<file path="src/rtl/lbs_pkg.sv">
package lbs_pkg;

  typedef enum logic [3:0] {
    ST_IDLE,
    ST_PORT_OFF,
    ST_PORT_ON,
    ST_SIG_CHECK,
    ST_SYNC_SEL,
    ST_TX_ON,
    ST_HUNT,
    ST_TMO_WAIT,
    ST_CRC_CLEAR,
    ST_READY,
    ST_DATA,
    ST_LINK_ERR
  } lbs_state_e;

  typedef struct packed {
    logic port_en;
    logic tx_en;
    logic tx_sync_sel;
    logic hunt_pulse;
    logic crc_clr;
    logic ready_rpt;
    logic data_mode;
  } lbs_ctl_t;

endpackage

</file>
<file path="src/rtl/lbs_rst_sync.sv">
module lbs_rst_sync #(
  parameter int STAGES = 2
) (
  input  logic clk,
  input  logic rst_n,
  output logic rst_sync_n
);
  logic [STAGES-1:0] sr_q;

  always_ff @(posedge clk or negedge rst_n) begin
    if (!rst_n) sr_q <= '0;
    else        sr_q <= {sr_q[STAGES-2:0], 1'b1};
  end

  assign rst_sync_n = sr_q[STAGES-1];
endmodule

</file>
<file path="src/rtl/lbs_timer.sv">
module lbs_timer #(
  parameter int W = 16
) (
  input  logic         clk,
  input  logic         rst_n,
  input  logic         load,
  input  logic         dec,
  input  logic [W-1:0] load_val,
  output logic         zero
);
  logic [W-1:0] cnt_q, cnt_d;
  logic         cnt_en;

  always_comb begin
    cnt_en = load | dec;
    cnt_d  = load ? load_val : cnt_q - 1'b1;
  end

  always_ff @(posedge clk or negedge rst_n) begin
    if (!rst_n)      cnt_q <= '0;
    else if (cnt_en) cnt_q <= cnt_d;
  end

  assign zero = (cnt_q == '0);

  // the time-out counter never wraps below zero
  a_r6_no_wrap: assert property (@(posedge clk) disable iff (!rst_n)
    (dec && !load) |-> !zero);
endmodule

</file>
<file path="src/rtl/lbs_flags.sv">
module lbs_flags (
  input  logic clk,
  input  logic rst_n,
  input  logic start_req,
  input  logic fail_evt,
  input  logic err_evt,
  output logic sync_fail,
  output logic link_err
);
  logic sf_q, sf_en, sf_d;
  logic le_q, le_en, le_d;

  always_comb begin
    sf_en = start_req | fail_evt;
    sf_d  = !start_req;
    le_en = start_req | err_evt;
    le_d  = !start_req;
  end

  always_ff @(posedge clk or negedge rst_n) begin
    if (!rst_n) begin
      sf_q <= 1'b0;
      le_q <= 1'b0;
    end else begin
      if (sf_en) sf_q <= sf_d;
      if (le_en) le_q <= le_d;
    end
  end

  assign sync_fail = sf_q;
  assign link_err  = le_q;

  // a start request clears both sticky flags
  a_r1_flags_clear: assert property (@(posedge clk) disable iff (!rst_n)
    start_req |=> (!sync_fail && !link_err));
  // link error stays until the next start request
  a_r9_err_sticky: assert property (@(posedge clk) disable iff (!rst_n)
    (link_err && !start_req) |=> link_err);
endmodule

</file>
<file path="src/rtl/lbs_ctrl.sv">
module lbs_ctrl
  import lbs_pkg::*;
(
  input  logic     clk,
  input  logic     rst_n,
  input  logic     start_req,
  input  logic     no_signal,
  input  logic     sync_status,
  input  logic     crc_error,
  input  logic     data_grant,
  input  logic     tmr_zero,
  output logic     tmr_load,
  output logic     tmr_dec,
  output logic     fail_evt,
  output logic     err_evt,
  output lbs_ctl_t ctl
);
  lbs_state_e st_q, st_d;

  always_comb begin
    st_d     = st_q;
    tmr_load = 1'b0;
    tmr_dec  = 1'b0;
    fail_evt = 1'b0;
    err_evt  = 1'b0;
    if (start_req) begin
      st_d = ST_PORT_OFF;
    end else begin
      unique case (st_q)
        ST_IDLE:      st_d = ST_IDLE;
        ST_PORT_OFF:  st_d = ST_PORT_ON;
        ST_PORT_ON:   st_d = ST_SIG_CHECK;
        ST_SIG_CHECK: begin
          if (no_signal) begin
            fail_evt = 1'b1;
            st_d     = ST_IDLE;
          end else begin
            st_d = ST_SYNC_SEL;
          end
        end
        ST_SYNC_SEL:  st_d = ST_TX_ON;
        ST_TX_ON:     st_d = ST_HUNT;
        ST_HUNT: begin
          tmr_load = 1'b1;
          st_d     = ST_TMO_WAIT;
        end
        ST_TMO_WAIT: begin
          if (!tmr_zero) begin
            tmr_dec = 1'b1;
          end else if (sync_status) begin
            st_d = ST_CRC_CLEAR;
          end else begin
            fail_evt = 1'b1;
            st_d     = ST_IDLE;
          end
        end
        ST_CRC_CLEAR: st_d = ST_READY;
        ST_READY:     if (data_grant) st_d = ST_DATA;
        ST_DATA: begin
          if (crc_error || no_signal) begin
            err_evt = 1'b1;
            st_d    = ST_LINK_ERR;
          end
        end
        ST_LINK_ERR:  st_d = ST_LINK_ERR;
        default:      st_d = ST_IDLE;
      endcase
    end
  end

  always_ff @(posedge clk or negedge rst_n) begin
    if (!rst_n) st_q <= ST_IDLE;
    else        st_q <= st_d;
  end

  always_comb begin
    ctl             = '0;
    ctl.port_en     = (st_q != ST_IDLE) && (st_q != ST_PORT_OFF);
    ctl.tx_en       = (st_q == ST_TX_ON) || (st_q == ST_HUNT) ||
                      (st_q == ST_TMO_WAIT) || (st_q == ST_CRC_CLEAR) ||
                      (st_q == ST_READY) || (st_q == ST_DATA) ||
                      (st_q == ST_LINK_ERR);
    ctl.tx_sync_sel = (st_q == ST_SYNC_SEL) || (st_q == ST_TX_ON) ||
                      (st_q == ST_HUNT) || (st_q == ST_TMO_WAIT) ||
                      (st_q == ST_CRC_CLEAR) || (st_q == ST_READY);
    ctl.hunt_pulse  = (st_q == ST_HUNT);
    ctl.crc_clr     = (st_q == ST_CRC_CLEAR);
    ctl.ready_rpt   = (st_q == ST_READY);
    ctl.data_mode   = (st_q == ST_DATA);
  end

  // port enable drops in the cycle after a start request
  a_r1_port_drop: assert property (@(posedge clk) disable iff (!rst_n)
    start_req |=> !ctl.port_en);
  // no transmission without port enable
  a_r2_tx_needs_port: assert property (@(posedge clk) disable iff (!rst_n)
    ctl.tx_en |-> ctl.port_en);
  // a missing signal at the check never reaches the transmitter
  a_r3_nosig_stop: assert property (@(posedge clk) disable iff (!rst_n)
    (st_q == ST_SIG_CHECK && no_signal && !start_req) |=> (!ctl.tx_en && !ctl.hunt_pulse));
  // sync packets selected a cycle before the transmitter starts
  a_r4_sel_first: assert property (@(posedge clk) disable iff (!rst_n)
    $rose(ctl.tx_en) |-> (ctl.tx_sync_sel && $past(ctl.tx_sync_sel)));
  // hunt is one cycle wide and follows a running transmitter
  a_r5_hunt_single: assert property (@(posedge clk) disable iff (!rst_n)
    ctl.hunt_pulse |=> !ctl.hunt_pulse);
  a_r5_hunt_tx: assert property (@(posedge clk) disable iff (!rst_n)
    ctl.hunt_pulse |-> (ctl.tx_en && $past(ctl.tx_en)));
  // CRC clear is followed by the ready report
  a_r7_clr_ready: assert property (@(posedge clk) disable iff (!rst_n)
    (ctl.crc_clr && !start_req) |=> ctl.ready_rpt);
  // data mode only after ready and a grant
  a_r8_grant: assert property (@(posedge clk) disable iff (!rst_n)
    $rose(ctl.data_mode) |-> ($past(ctl.ready_rpt) && $past(data_grant)));
endmodule

</file>
<file path="src/rtl/link_bringup_seq.sv">
module link_bringup_seq #(
  parameter int TMO_W      = 16,
  parameter int RST_STAGES = 2
) (
  input  logic             clk,
  input  logic             rst_n,
  input  logic             start_req,
  input  logic [TMO_W-1:0] sync_tmo,
  input  logic             no_signal,
  input  logic             sync_status,
  input  logic             crc_error,
  input  logic             data_grant,
  output logic             port_en,
  output logic             tx_en,
  output logic             tx_sync_sel,
  output logic             hunt_pulse,
  output logic             crc_clr,
  output logic             ready_rpt,
  output logic             data_mode,
  output logic             sync_fail,
  output logic             link_err
);
  import lbs_pkg::*;

  logic     rst_sync_n;
  logic     tmr_load, tmr_dec, tmr_zero;
  logic     fail_evt, err_evt;
  lbs_ctl_t ctl;

  lbs_rst_sync #(.STAGES(RST_STAGES)) u_rst (
    .clk        (clk),
    .rst_n      (rst_n),
    .rst_sync_n (rst_sync_n)
  );

  lbs_timer #(.W(TMO_W)) u_tmr (
    .clk      (clk),
    .rst_n    (rst_sync_n),
    .load     (tmr_load),
    .dec      (tmr_dec),
    .load_val (sync_tmo),
    .zero     (tmr_zero)
  );

  lbs_ctrl u_ctrl (
    .clk         (clk),
    .rst_n       (rst_sync_n),
    .start_req   (start_req),
    .no_signal   (no_signal),
    .sync_status (sync_status),
    .crc_error   (crc_error),
    .data_grant  (data_grant),
    .tmr_zero    (tmr_zero),
    .tmr_load    (tmr_load),
    .tmr_dec     (tmr_dec),
    .fail_evt    (fail_evt),
    .err_evt     (err_evt),
    .ctl         (ctl)
  );

  lbs_flags u_flags (
    .clk       (clk),
    .rst_n     (rst_sync_n),
    .start_req (start_req),
    .fail_evt  (fail_evt),
    .err_evt   (err_evt),
    .sync_fail (sync_fail),
    .link_err  (link_err)
  );

  assign port_en     = ctl.port_en;
  assign tx_en       = ctl.tx_en;
  assign tx_sync_sel = ctl.tx_sync_sel;
  assign hunt_pulse  = ctl.hunt_pulse;
  assign crc_clr     = ctl.crc_clr;
  assign ready_rpt   = ctl.ready_rpt;
  assign data_mode   = ctl.data_mode;

  // outputs quiet while the synchronized reset is held
  always_comb begin
    if (!rst_sync_n) begin
      a_r11_reset_quiet: assert (!port_en && !tx_en && !hunt_pulse && !sync_fail && !link_err);
    end
  end
endmodule

</file>
<file path="config.mk">
export PLATFORM = sky130hd
export DESIGN_NAME = link_bringup_seq
export DESIGN_NICKNAME = d
export VERILOG_FILES = /design/src/rtl/lbs_pkg.sv /design/src/rtl/lbs_rst_sync.sv /design/src/rtl/lbs_timer.sv /design/src/rtl/lbs_flags.sv /design/src/rtl/lbs_ctrl.sv /design/src/rtl/link_bringup_seq.sv
export SDC_FILE = /design/constraint.sdc
export NUM_CORES = 1
export LEC_CHECK = 0
export ABC_AREA = 1
export BUFFER_PORTS_ARGS = -buffer_cell sky130_fd_sc_hd__buf_2
export CORE_MARGIN = 3
export CORE_UTILIZATION = 30
export DETAILED_ROUTE_END_ITERATION = 10
export PLACE_DENSITY = 0.6
export SLEW_MARGIN = 40
export SYNTH_ARGS = -nofsm -noshare
export SYNTH_HDL_FRONTEND = slang
export SYNTH_SLANG_ARGS = --single-unit
export TNS_END_PERCENT = 50
</file>
<file path="constraint.sdc">
create_clock -name clk -period 1.9 [get_ports clk]
set_clock_uncertainty 0.05 [all_clocks]
set_input_delay 0 -clock clk [delete_from_list [all_inputs] [get_ports clk]]
set_output_delay 0 -clock clk [all_outputs]
set_load 0.05 [all_outputs]
</file>
==> summary.md <==
| Metric | Value |
|---|---|
| Status | complete, no violations |
| Net count after synthesis | 283 |
| Met2 Routed Length | 2050 µm |
| Vias in the first global route | 1,626 |
| H-tree lvl count | 1 |
| Post-Syn Area | 1660 µm² |
| Final nets | 333 |
| Max rail drop VDD | 0.000408 V |
| Leakage | 0.00108 µW |
| Clock-pin slew on the worst setup and hold paths | 0.08 ns |
| Die Area | 6450 µm² |
| Grt total ovfl | 0 |
| Die Span Y | 80.3 µm |
| Starting Density | 0.316 |
| Minimum clock period | 1.79 ns |
| CTS root buf | clkbuf_8 |
| First-pass DRT Iterations | 4 |
| Max FO, Critical Path | 7 |
| Largest net degree at the start of global routing | 15 |
| # clock sinks | 24 |
| Placement Setup Slack | 0.175 ns |
| Top post-synthesis cells by area | dfrtp_1, nand2_1, nor2_1, nand3_1, inv_1 |
| Seq cells post-synth | 24 |
| Area leader, netlist | dfrtp_1 |
| Die Span X | 80.3 µm |
| Setup TNS | 0 ns |
| RSZ-0062 raised after global routing | no |
| Tot GR Track Use | 0.139 |
| Final std cells w/o fill | 378 |
| Critical-path top delay cell | dlygate4sd3_1 |
| Crit path buf inv count | 2 |
| CP Data Required Time | 2.06 ns |
| Drt wl/cell | 11.3 µm |
| Final Hold Viols | 0 |
| Initial DRC Count | 165 |
| Top layer in use | met4 |
| Site Rows | 26 |
| Hold Slack | 0.00497 ns |
| Vias | 1,755 |
| Antenna Nets Post-Route | 0 |
| Hold Crit Class | in2reg |
| Layout cells sized above 1 | 0.205 |
| FMAX | 0.559 GHz |
| Yosys Warn Count | 0 |
| Detailed Place HPWL | 3320 µm |
| Mean Syn Cell Area | 6.40 µm² |
| Metal1 wirelength | 2030 µm |
| Initial antenna violation count | 0 |
| Met3 routed WL | 170 µm |
| CTS tree | built |
| Period utilisation layout | 0.941 |
| Worst Setup Start Kind | flop |
| Fill cells | 550 |
| Worst path max stage delay | 0.56 ns |
| I/O pin count | 32 |
| First-pass GRT wire length | 7180 µm |
| Total Wirelength | 4280 µm |
| CTS buffer count | 3 |
| Max-cap violations | 0 |
| DP Cell Count | 362 |
| Top cell type's share of synthesized area | 0.363 |
| Core area | 5240 µm² |
| Max-slew violations | 0 |
| Power per cell area | 811 nW/µm² |
| Worst path top cell family by delay | buffers and inverters |
| Vias/cell | 4.64 |
| DRC | 0 |
| Synthesis-to-finish area growth | 28.2% |
| Netlist cell types | 30 |
| Port Buf Inserts | 31 |
| Crit-path cells | inv_1 -> nand2_2 -> nor3_4 -> o21ai_0 -> a21oi_1 -> dlygate4sd3_1 |
| Clock Latency Late Sink | 0.27 ns |
| Seq/Total Area, Yosys | 0.363 |
| Clock Path Buffers | 2 |
| Placer Congestion | 0.840 |
| Synth Instances | 259 |
| Arrival @ worst endpoint | 1.94 ns |
| Final Worst Setup Slack | 0.113 ns |
| Antenna diodes | 0 |
| CP endpoint kind | flop |
| CP Class | reg2reg |
| Setup-failing EPs final | 0 |
[power by group]
group	internal (µW)	switching [µW]	leakage, µW
clock network	282	170	0.0000357
registers	611	110	0.000294
logic	210	339	0.000747
total	1100	619	0.00108
[cell usage in the layout (no fill, tap or decap), types with 3 or more instances in the layout]
| master | netlist | final |
|---|---|---|
| nand2_1 | 86 | 85 |
| buf_4 | 4 | 8 |
| dfrtp_1 | 24 | 23 |
| inv_1 | 24 | 24 |
| nor2_2 | 5 | 6 |
| a21oi_1 | 4 | 4 |
| nand4_1 | 3 | 3 |
| nor2_1 | 40 | 39 |
| buf_2 | 2 | 31 |
| clkbuf_8 | 0 | 3 |
| o21ai_1 | 12 | 12 |
| o21ai_0 | 9 | 9 |
| nand3_1 | 19 | 19 |
| nor3_1 | 3 | 3 |
| inv_2 | 4 | 4 |
| dlygate4sd3_1 | 0 | 12 |
[metrics by stage]
step,total power [µW],instance area [µm²],util
2_1_floorplan,1110,1660,-
3_3_place_gp,1260,1930,0.368
3_5_place_dp,1260,1930,0.368
4_1_cts,1740,2120,0.404
5_1_grt,1860,2120,0.405
6_report,1720,2120,0.405
[repair_timing]
action	4_1_cts	5_1_grt
setup buffers	0	0
hold endpoints to repair	12	0
setup endpoints to repair	0	3
hold buffers	12	0
resized for setup	0	3
[path summary, 6_finish.rpt]
| check | startpoint | endpoint | slack, ns | cells after the start |
|---|---|---|---|---|
| worst max-delay path | u_ctrl.st_q[2] | u_flags.link_err | 0.11 | 6 |
| worst min-delay path | data_grant | u_ctrl.st_q[3] | 0.005 | 4 |
| worst max register to register | u_ctrl.st_q[2] | u_flags.link_err | 0.11 | 6 |
| worst min register to register | u_rst.sr_q[1] | u_tmr.cnt_q[1] | 0.11 | 0 |
| max in group asynchronous | u_rst.sr_q[1] | u_ctrl.st_q[2] | 1.13 | 1 |
| min in group asynchronous | u_rst.sr_q[1] | u_tmr.cnt_q[1] | 0.11 | 0 |
[cells in the mapped netlist (all sizes together)]
master	number
a21oi	5
a31oi	2
buf	6
clkinv	1
conb	1
dfrtp	24
ha	1
inv	28
nand2	87
nand3	20
nand3b	1
nand4	3
nor2	45
nor3	5
o21a	1
o21ai	21
o21bai	3
o22ai	1
o32ai	1
or2	3
[routing by layer]
layer  vias to the layer above  track usage
li1                        922            -
met1                       788        0.182
met2                        41        0.240
met3                         4       0.0202
met4                         0       0.0304
met5                         -            0
[layout make-up]
type,instances,area [µm²],area share
Clock buffer,3,41.3,0.0194
Clock inverter,1,30.0,0.0141
Inverter,29,109,0.0513
Multi-Input combinational cell,200,918,0.433
Sequential cell,24,602,0.283
Tap cell,70,87.6,0.0412
Timing Repair Buffer,51,335,0.158
[flip-flops by register name (all words and copies together) (netlist names)]
signal	count
u_flags.sync_fail	1
u_tmr.cnt_q	16
u_ctrl.st_q	4
u_flags.link_err	1
u_rst.sr_q	2
[worst register-to-register path, stage by stage, from the launching register on]
cell and delay, ns:
dfrtp_2 0.46, inv_1 0.16, nand2_2 0.13, nor3_4 0.15, o21ai_0 0.11, a21oi_1 0.13, dlygate4sd3_1 0.56
[cells by family (layout without fill, tap and decap cells)]
family | count (synthesis) | in the layout | synth area share
buffers and inverters | 35 | 84 | 0.0899
AO/OA/AOI/OAI | 34 | 34 | 0.118
adder cells (fa/ha/maj) | 1 | 1 | 0.00755
flip-flops | 24 | 24 | 0.363
other | 1 | 1 | 0.00226
AND/OR/NAND/NOR | 164 | 164 | 0.420
(Power assumes the default switching activity.)
